<file path="config.mk">
export PLATFORM = sky130hd
export DESIGN_NAME = pinport_top
export DESIGN_NICKNAME = d
export VERILOG_FILES = /design/src/rtl/pinport_pkg.sv /design/src/rtl/pinport_seq.sv /design/src/rtl/pinport_pins.sv /design/src/rtl/pinport_rdbk.sv /design/src/rtl/pinport_top.sv
export SDC_FILE = /design/constraint.sdc
export NUM_CORES = 1
export LEC_CHECK = 0
export BUFFER_PORTS_ARGS = -buffer_cell sky130_fd_sc_hd__buf_4
export CORE_MARGIN = 2
export CORE_UTILIZATION = 47
export DETAILED_ROUTE_END_ITERATION = 16
export PLACE_DENSITY = 0.85
export SLEW_MARGIN = 20
export SYNTH_ARGS = -nofsm -noshare
export SYNTH_HDL_FRONTEND = slang
export SYNTH_HIERARCHICAL = 1
export SYNTH_SLANG_ARGS = --single-unit
</file>
<file path="constraint.sdc">
create_clock -name clk -period 1.47 [get_ports clk]
set_input_delay 0.0735 -clock clk [delete_from_list [all_inputs] [get_ports clk]]
set_output_delay 0.0735 -clock clk [all_outputs]
set_load 0.1 [all_outputs]
</file>
<file path="src/rtl/pinport_pkg.sv">
package pinport_pkg;

    typedef enum logic [2:0] {
        ST_IDLE,
        ST_PADS_OFF,
        ST_DRIVE,
        ST_PADS_ON,
        ST_CAPTURE
    } seq_state_t;

    // Bit order matches the command word: index 0 is the clock pin.
    typedef struct packed {
        logic en;
        logic data;
        logic cs_n;
        logic ce_n;
        logic mode;
        logic clk;
    } pin_vec_t;

    localparam int PIN_W = $bits(pin_vec_t);

endpackage

</file>
<file path="src/rtl/pinport_seq.sv">
module pinport_seq
    import pinport_pkg::*;
(
    input  logic clk,
    input  logic rst_n,
    input  logic cmd_valid,
    input  logic cmd_en,
    input  logic cmd_read,
    output logic cmd_ready,
    output logic take_cmd,
    output logic pads_off,
    output logic drive_pins,
    output logic pads_on,
    output logic capture
);

    seq_state_t state, state_nx;
    logic want_en, want_rd;

    always_ff @(posedge clk) begin
        if (!rst_n) begin
            state   <= ST_IDLE;
            want_en <= 1'b0;
            want_rd <= 1'b0;
        end else begin
            state <= state_nx;
            if (take_cmd) begin
                want_en <= cmd_en;
                want_rd <= cmd_read;
            end
        end
    end

    always_comb begin
        state_nx = state;
        unique case (state)
            ST_IDLE:     if (cmd_valid) state_nx = cmd_en ? ST_DRIVE : ST_PADS_OFF;
            ST_PADS_OFF: state_nx = ST_DRIVE;
            ST_DRIVE:    state_nx = want_en ? ST_PADS_ON : (want_rd ? ST_CAPTURE : ST_IDLE);
            ST_PADS_ON:  state_nx = want_rd ? ST_CAPTURE : ST_IDLE;
            ST_CAPTURE:  state_nx = ST_IDLE;
            default:     state_nx = ST_IDLE;
        endcase
    end

    always_comb begin
        cmd_ready  = (state == ST_IDLE);
        take_cmd   = (state == ST_IDLE) && cmd_valid;
        pads_off   = (state == ST_PADS_OFF);
        drive_pins = (state == ST_DRIVE);
        pads_on    = (state == ST_PADS_ON);
        capture    = (state == ST_CAPTURE);
    end

    a_r8_busy_after_accept: assert property (@(posedge clk) disable iff (!rst_n)
        (cmd_valid && cmd_ready) |=> !cmd_ready);

    a_r5_capture_once: assert property (@(posedge clk) disable iff (!rst_n)
        (state == ST_CAPTURE) |=> (state == ST_IDLE));

endmodule

</file>
<file path="src/rtl/pinport_pins.sv">
module pinport_pins
    import pinport_pkg::*;
#(
    parameter bit AS_MODE = 1'b1
) (
    input  logic     clk,
    input  logic     rst_n,
    input  logic     load,
    input  pin_vec_t next_pins,
    input  logic     pads_off,
    input  logic     pads_on,
    output pin_vec_t pins,
    output logic     pad_oe
);

    pin_vec_t pins_q;

    always_ff @(posedge clk) begin
        if (!rst_n) begin
            pins_q <= '0;
            pad_oe <= 1'b0;
        end else begin
            if (load)     pins_q <= next_pins;
            if (pads_off) pad_oe <= 1'b0;
            else if (pads_on) pad_oe <= 1'b1;
        end
    end

    assign pins.clk  = pins_q.clk;
    assign pins.mode = pins_q.mode;
    assign pins.data = pins_q.data;
    assign pins.en   = pins_q.en;

    generate
        if (AS_MODE) begin : g_sel_driven
            assign pins.ce_n = pins_q.ce_n;
            assign pins.cs_n = pins_q.cs_n;
        end else begin : g_sel_held
            logic unused_sel;
            assign unused_sel = pins_q.ce_n ^ pins_q.cs_n;
            assign pins.ce_n  = 1'b1;
            assign pins.cs_n  = 1'b1;
        end
    endgenerate

    a_r3_release_before_move: assert property (@(posedge clk) disable iff (!rst_n)
        ((pins_q != $past(pins_q)) && !pins_q.en) |-> !pad_oe);

    a_r3_fall_pins_still: assert property (@(posedge clk) disable iff (!rst_n)
        $fell(pad_oe) |-> $stable(pins_q));

    a_r4_rise_after_apply: assert property (@(posedge clk) disable iff (!rst_n)
        $rose(pad_oe) |-> ($stable(pins_q) && pins_q.en));

endmodule

</file>
<file path="src/rtl/pinport_rdbk.sv">
module pinport_rdbk #(
    parameter int RSP_W = 8
) (
    input  logic             clk,
    input  logic             rst_n,
    input  logic             capture,
    input  logic             din,
    input  logic             aux,
    output logic             rsp_valid,
    output logic [RSP_W-1:0] rsp_byte
);

    localparam int PAD_W = RSP_W - 2;

    always_ff @(posedge clk) begin
        if (!rst_n) begin
            rsp_valid <= 1'b0;
            rsp_byte  <= '0;
        end else begin
            rsp_valid <= capture;
            if (capture) rsp_byte <= {{PAD_W{1'b0}}, aux, din};
        end
    end

    a_r6_upper_zero: assert property (@(posedge clk) disable iff (!rst_n)
        rsp_valid |-> (rsp_byte[RSP_W-1:2] == '0));

    a_r5_single_pulse: assert property (@(posedge clk) disable iff (!rst_n)
        rsp_valid |=> !rsp_valid);

endmodule

</file>
<file path="src/rtl/pinport_top.sv">
module pinport_top
    import pinport_pkg::*;
#(
    parameter bit AS_MODE = 1'b1,
    parameter int CMD_W   = 8
) (
    input  logic             clk,
    input  logic             rst_n,
    input  logic             cmd_valid,
    output logic             cmd_ready,
    input  logic [CMD_W-1:0] cmd_byte,
    input  logic             cmd_read,
    output logic             rsp_valid,
    output logic [CMD_W-1:0] rsp_byte,
    output logic             pin_clk_o,
    output logic             pin_mode_o,
    output logic             pin_ce_n_o,
    output logic             pin_cs_n_o,
    output logic             pin_data_o,
    output logic             pin_led_o,
    output logic             pad_oe_o,
    input  logic             pin_din_i,
    input  logic             pin_aux_i
);

    localparam int EN_BIT = PIN_W - 1;

    logic     take_cmd, pads_off, drive_pins, pads_on, capture;
    pin_vec_t cmd_q, pins;
    logic     unused_hi;

    assign unused_hi = ^cmd_byte[CMD_W-1:PIN_W];

    always_ff @(posedge clk) begin
        if (!rst_n)        cmd_q <= '0;
        else if (take_cmd) cmd_q <= pin_vec_t'(cmd_byte[PIN_W-1:0]);
    end

    pinport_seq u_seq (
        .clk        (clk),
        .rst_n      (rst_n),
        .cmd_valid  (cmd_valid),
        .cmd_en     (cmd_byte[EN_BIT]),
        .cmd_read   (cmd_read),
        .cmd_ready  (cmd_ready),
        .take_cmd   (take_cmd),
        .pads_off   (pads_off),
        .drive_pins (drive_pins),
        .pads_on    (pads_on),
        .capture    (capture)
    );

    pinport_pins #(.AS_MODE(AS_MODE)) u_pins (
        .clk       (clk),
        .rst_n     (rst_n),
        .load      (drive_pins),
        .next_pins (cmd_q),
        .pads_off  (pads_off),
        .pads_on   (pads_on),
        .pins      (pins),
        .pad_oe    (pad_oe_o)
    );

    pinport_rdbk #(.RSP_W(CMD_W)) u_rdbk (
        .clk       (clk),
        .rst_n     (rst_n),
        .capture   (capture),
        .din       (pin_din_i),
        .aux       (pin_aux_i),
        .rsp_valid (rsp_valid),
        .rsp_byte  (rsp_byte)
    );

    assign pin_clk_o  = pins.clk;
    assign pin_mode_o = pins.mode;
    assign pin_ce_n_o = pins.ce_n;
    assign pin_cs_n_o = pins.cs_n;
    assign pin_data_o = pins.data;
    assign pin_led_o  = pins.en;

    a_r7_no_resp_for_write: assert property (@(posedge clk) disable iff (!rst_n)
        (take_cmd && !cmd_read) |=> !rsp_valid);

endmodule

</file>
# ---- Yosys cells after proc, flatten, opt, wreduce, memory -nomap -nowiden
# Index checks and enable logic that the tools add are counted.
dict set report word_totals {
  reg_bits 20
  input_bits 14
  output_inout_bits 17
  elab_cells 31
}
dict set report classes {
  n_eq_ne 5
  mux 5
  bitwise_logic 1
  reduce_logical 3
}
# cell n
set ops {}
lappend ops {{one-hot mux 3 bit (4 select lines)} 1}
lappend ops {{2-to-1 mux 3 bit} 3}
lappend ops {{== test 3 x 2 -> 1 bit (second input constant)} 2}
lappend ops {{== test 3 x 1 -> 1 bit (second input constant)} 1}
lappend ops {{== test 3 bit (second input constant)} 1}
lappend ops {{zero test 3 bit} 1}
lappend ops {{2-to-1 mux 2 bit} 1}
lappend ops {{inequality test 2 bit (second input constant)} 1}
lappend ops {{OR reduction 2 bit} 1}
lappend ops {{logical AND 1 bit} 1}
lappend ops {{NOT 1 bit} 1}

# ---- Longest topological paths before layout
dict set report depth {
  ltp_word 3
  depth_mapped 6
  ltp_nobuf 5
}

# ---- By module
# Netlist, hierarchy kept.
# module n_inst cells_each area_per_inst_um2
set modules_own_cells {}
lappend modules_own_cells {pinport_pins 1 22 260.2}
lappend modules_own_cells {pinport_seq 1 30 252.7}
lappend modules_own_cells {pinport_top 1 19 229.0}
lappend modules_own_cells {pinport_rdbk 1 15 148.9}

# ---- Worst setup path after synthesis
# Ideal clock, no wire load.
dict set report synth_timing {
  path_type {register to output}
  start {reg u_seq.state[1]}
  end {out cmd_ready}
  arrival_time_ps 2557
  required_time_ps 1397
  slack_ps -1160
  stages_incl_launch_ff 3
  n_path_buf 1
  cell_sequence {dfxtp_1 > buf_2 > nor3_1}
}
dict set report synth_via {
  elab_chain_len 1
}
# element line_no
set synth_lines {}
lappend synth_lines {{start, declared} pinport_seq.sv:17} ;# seq_state_t state, state_nx;
lappend synth_lines {{start signal, assigned} pinport_seq.sv:26} ;# state <= state_nx;
lappend synth_lines {{zero test 3 bit} pinport_seq.sv:47} ;# cmd_ready = (state == ST_IDLE);
lappend synth_lines {{end, declared} pinport_top.sv:10} ;# output logic cmd_ready,
# Every way passes these cells.

# ---- Worst setup path in the final report
dict set report layout_timing {
  start {reg u_seq.state[0]}
  end {out cmd_ready}
}
# Same word-level chain as after synthesis.

==> results_dict.tcl <==
set metrics [dict create \
    outcome "completed" \
    p_leak_nw 0.472 \
    multi_input_area_sq_um 418 \
    final_area_sq_mm 0.00112 \
    rows 15 \
    htree_levels 1 \
    layoutNonFillerInstCount 137 \
    ys_seq_elements 21 \
    placed_area_sq_mm 0.00108 \
    cp.required_ps 1400 \
    grt_pass1_vias 578 \
    track_usage_pct 15.2 \
    vias_per_cell 4.57 \
    path_clk_slew_ps 110 \
    io_pins 31 \
    post_drt_wl_per_cell_um 11.0 \
    wl_um 1500 \
    port_buffers 22 \
    skew_ps 5.36 \
    final_util_pct 64.4 \
    gp_congestion 0.776 \
    seq_area_frac_synth_pct 47.2 \
    syn_avg_cell_area_sq_um 10.4 \
    total_power_mw 1.22 \
    drv_cap 0 \
    drv_slew 0 \
    cts_tree "built" \
    num_vias 626 \
    yosysWarnings 6 \
    setup_tns_ps 0 \
    antenna_found_initial 0 \
    drcViolationCount 0 \
    clock_latency_ps 300 \
    cts_root_buf "clkbuf_4" \
    final_antenna_net_count 0 \
    ys_types 19 \
    fin_hold_ws_ps 19.6 \
    detail_route.first_pass.iterations 4 \
    numClockSinks 21 \
    fin_ws_ps 91.3 \
    synth_area_sq_um 891 \
    yosys.area.top_type "dfxtp_1" \
    dp.final_hpwl_um 1070 \
    synth_top_cell_area_share_pct 47.2 \
    cts_made_buffers 3 \
    end_kind "output port" \
    grt_max_degree 22 \
    ctsLongestPathBuffers 2 \
    period_needed_ps 1380 \
    die_h_um 47.5 \
    grt-ovfl-total 0 \
    die-area_sq_mm 0.00226 \
    cp.arrival_ps 1310 \
    drive_gt1_share_pct 30.4 \
    grt_pass1_wl_um 2380 \
    post_cts_buffers 0 \
    initialDrtViolationCount 7 \
    place_ws_ps 106 \
    rsz0062_at_grt "no" \
    synth_area_leaders "dfxtp_1 (47%), mux2i_1 (16%), nor2b_1 (11%)" \
    power_density_mw_per_mm2 1080 \
    hold_viol_final 0 \
    ir_drop_uv 494 \
    critPathMaxFanout 7 \
    core_area_sq_mm 0.00175 \
    regArea_sq_um 420 \
    synthToLayoutAreaGrowth_pct 26.3 \
    fin_crit_sh_pct 93.8 \
    n_fill_cell 163 \
    crit_type "register to output port" \
    cp-start-kind "register" \
    finalSetupViolCount 0 \
    worst-r2r-setup-slack_ps 200 \
    nNetsFinal 127 \
    timing.fmax_mhz 725 \
    fp.dieW_um 47.5 \
    num_antenna_cells 0 \
    holdCritPathClass "input pin to register" \
    syn_inst 86 \
    start_util_pct 51.0 \
    placed_cells 132 \
]
[cells in the final DEF, fill, tap and decap left out, types with 2 or more instances in the layout]
cell type / instances
o21ai_0: 2
clkbuf_4: 3
buf_4: 24
conb_1: 6
dfxtp_1: 21
nand2_1: 3
mux2i_1: 14
nor2_1: 3
nand3_1: 2
nor3_1: 4
nor3b_1: 2
nor2b_1: 16
[Yosys cell counts]
cell type  number
nand3_1         2
buf_6           3
dfxtp_1        21
and3_1          1
mux2i_1        14
nand2_1         3
o21ai_0         2
o311ai_1        1
buf_2           1
nor3_1          6
nor4b_4         1
inv_1           1
buf_4           6
nor3b_1         2
nor2_1          3
and2_2          1
conb_1          1
nor2b_1        16
a21oi_1         1
[logic make-up (layout without fill, tap and decap cells)]
logic type      Yosys count  after routing  synth area share (%)
flops                    21             21                  47.2
simple gates             35             35                  24.2
other cells               1              6                 0.421
compound gates            4              4                  2.67
buf+inv                  11             32                  9.83
mux                      14             14                  15.7
[final cells by class]
cell class | instances | area share (%)
Sequential cell | 21 | 37.4
Timing Repair Buffer | 27 | 19.7
Clock buffer | 3 | 2.00
Clock inverter | 1 | 0.667
Multi-Input combinational cell | 59 | 37.2
Inverter | 1 | 0.334
Tap cell | 25 | 2.78
[final timing paths]
kind,to,start,cells past startpoint
worst max-delay path,cmd_ready,u_seq/state[0]$_SDFFE_PN0P_,3
worst min-delay path,u_seq/want_en$_SDFFE_PN0P_,cmd_byte[5],3
worst max register to register,u_pins/pins[2]$_SDFFE_PN0P_,u_seq/state[0]$_SDFFE_PN0P_,5
worst min register to register,u_seq/state[2]$_SDFFE_PN0P_,u_seq/want_rd$_SDFFE_PN0P_,2
[sequential cells by signal, summed over array words and instances (netlist names)]
| signal | flops |
|---|---|
| cmd_q | 6 |
| u_rdbk/rsp_byte | 2 |
| u_seq/state | 3 |
| u_pins/pad_oe | 1 |
| u_seq/want_rd | 1 |
| u_pins/pins | 6 |
| u_rdbk/rsp_valid | 1 |
| u_seq/want_en | 1 |
[repair_timing]
item                       in CTS  in global routing
hold endpoints to repair        1                  0
setup endpoints to repair       0                  2
hold buffers                    1                  0
resized for setup               0                  2
[per-layer routing]
| layer | vias to the layer above | GRT usage [%] | routed length (um) |
|---|---|---|---|
| met5 | - | 0 | 0 |
| met4 | 0 | 8.11 | 14 |
| met3 | 2 | 2.26 | 51 |
| met2 | 18 | 26.2 | 761 |
| met1 | 278 | 18.1 | 674 |
| li1 | 328 | - | - |
[critical path, cell delays in order (launching register included)]
cell and delay, ps:
dfxtp_1 410, buf_4 200, nor3_4 150, buf_6 240
[power by group]
group / switching [mW] / internal (mW) / total [mW]
sequential: 0.0226 / 0.597 / 0.620
clock: 0.171 / 0.104 / 0.275
combinational: 0.212 / 0.112 / 0.324
total: 0.405 / 0.813 / 1.22
Note: power is estimated with default switching activity, not from simulation.
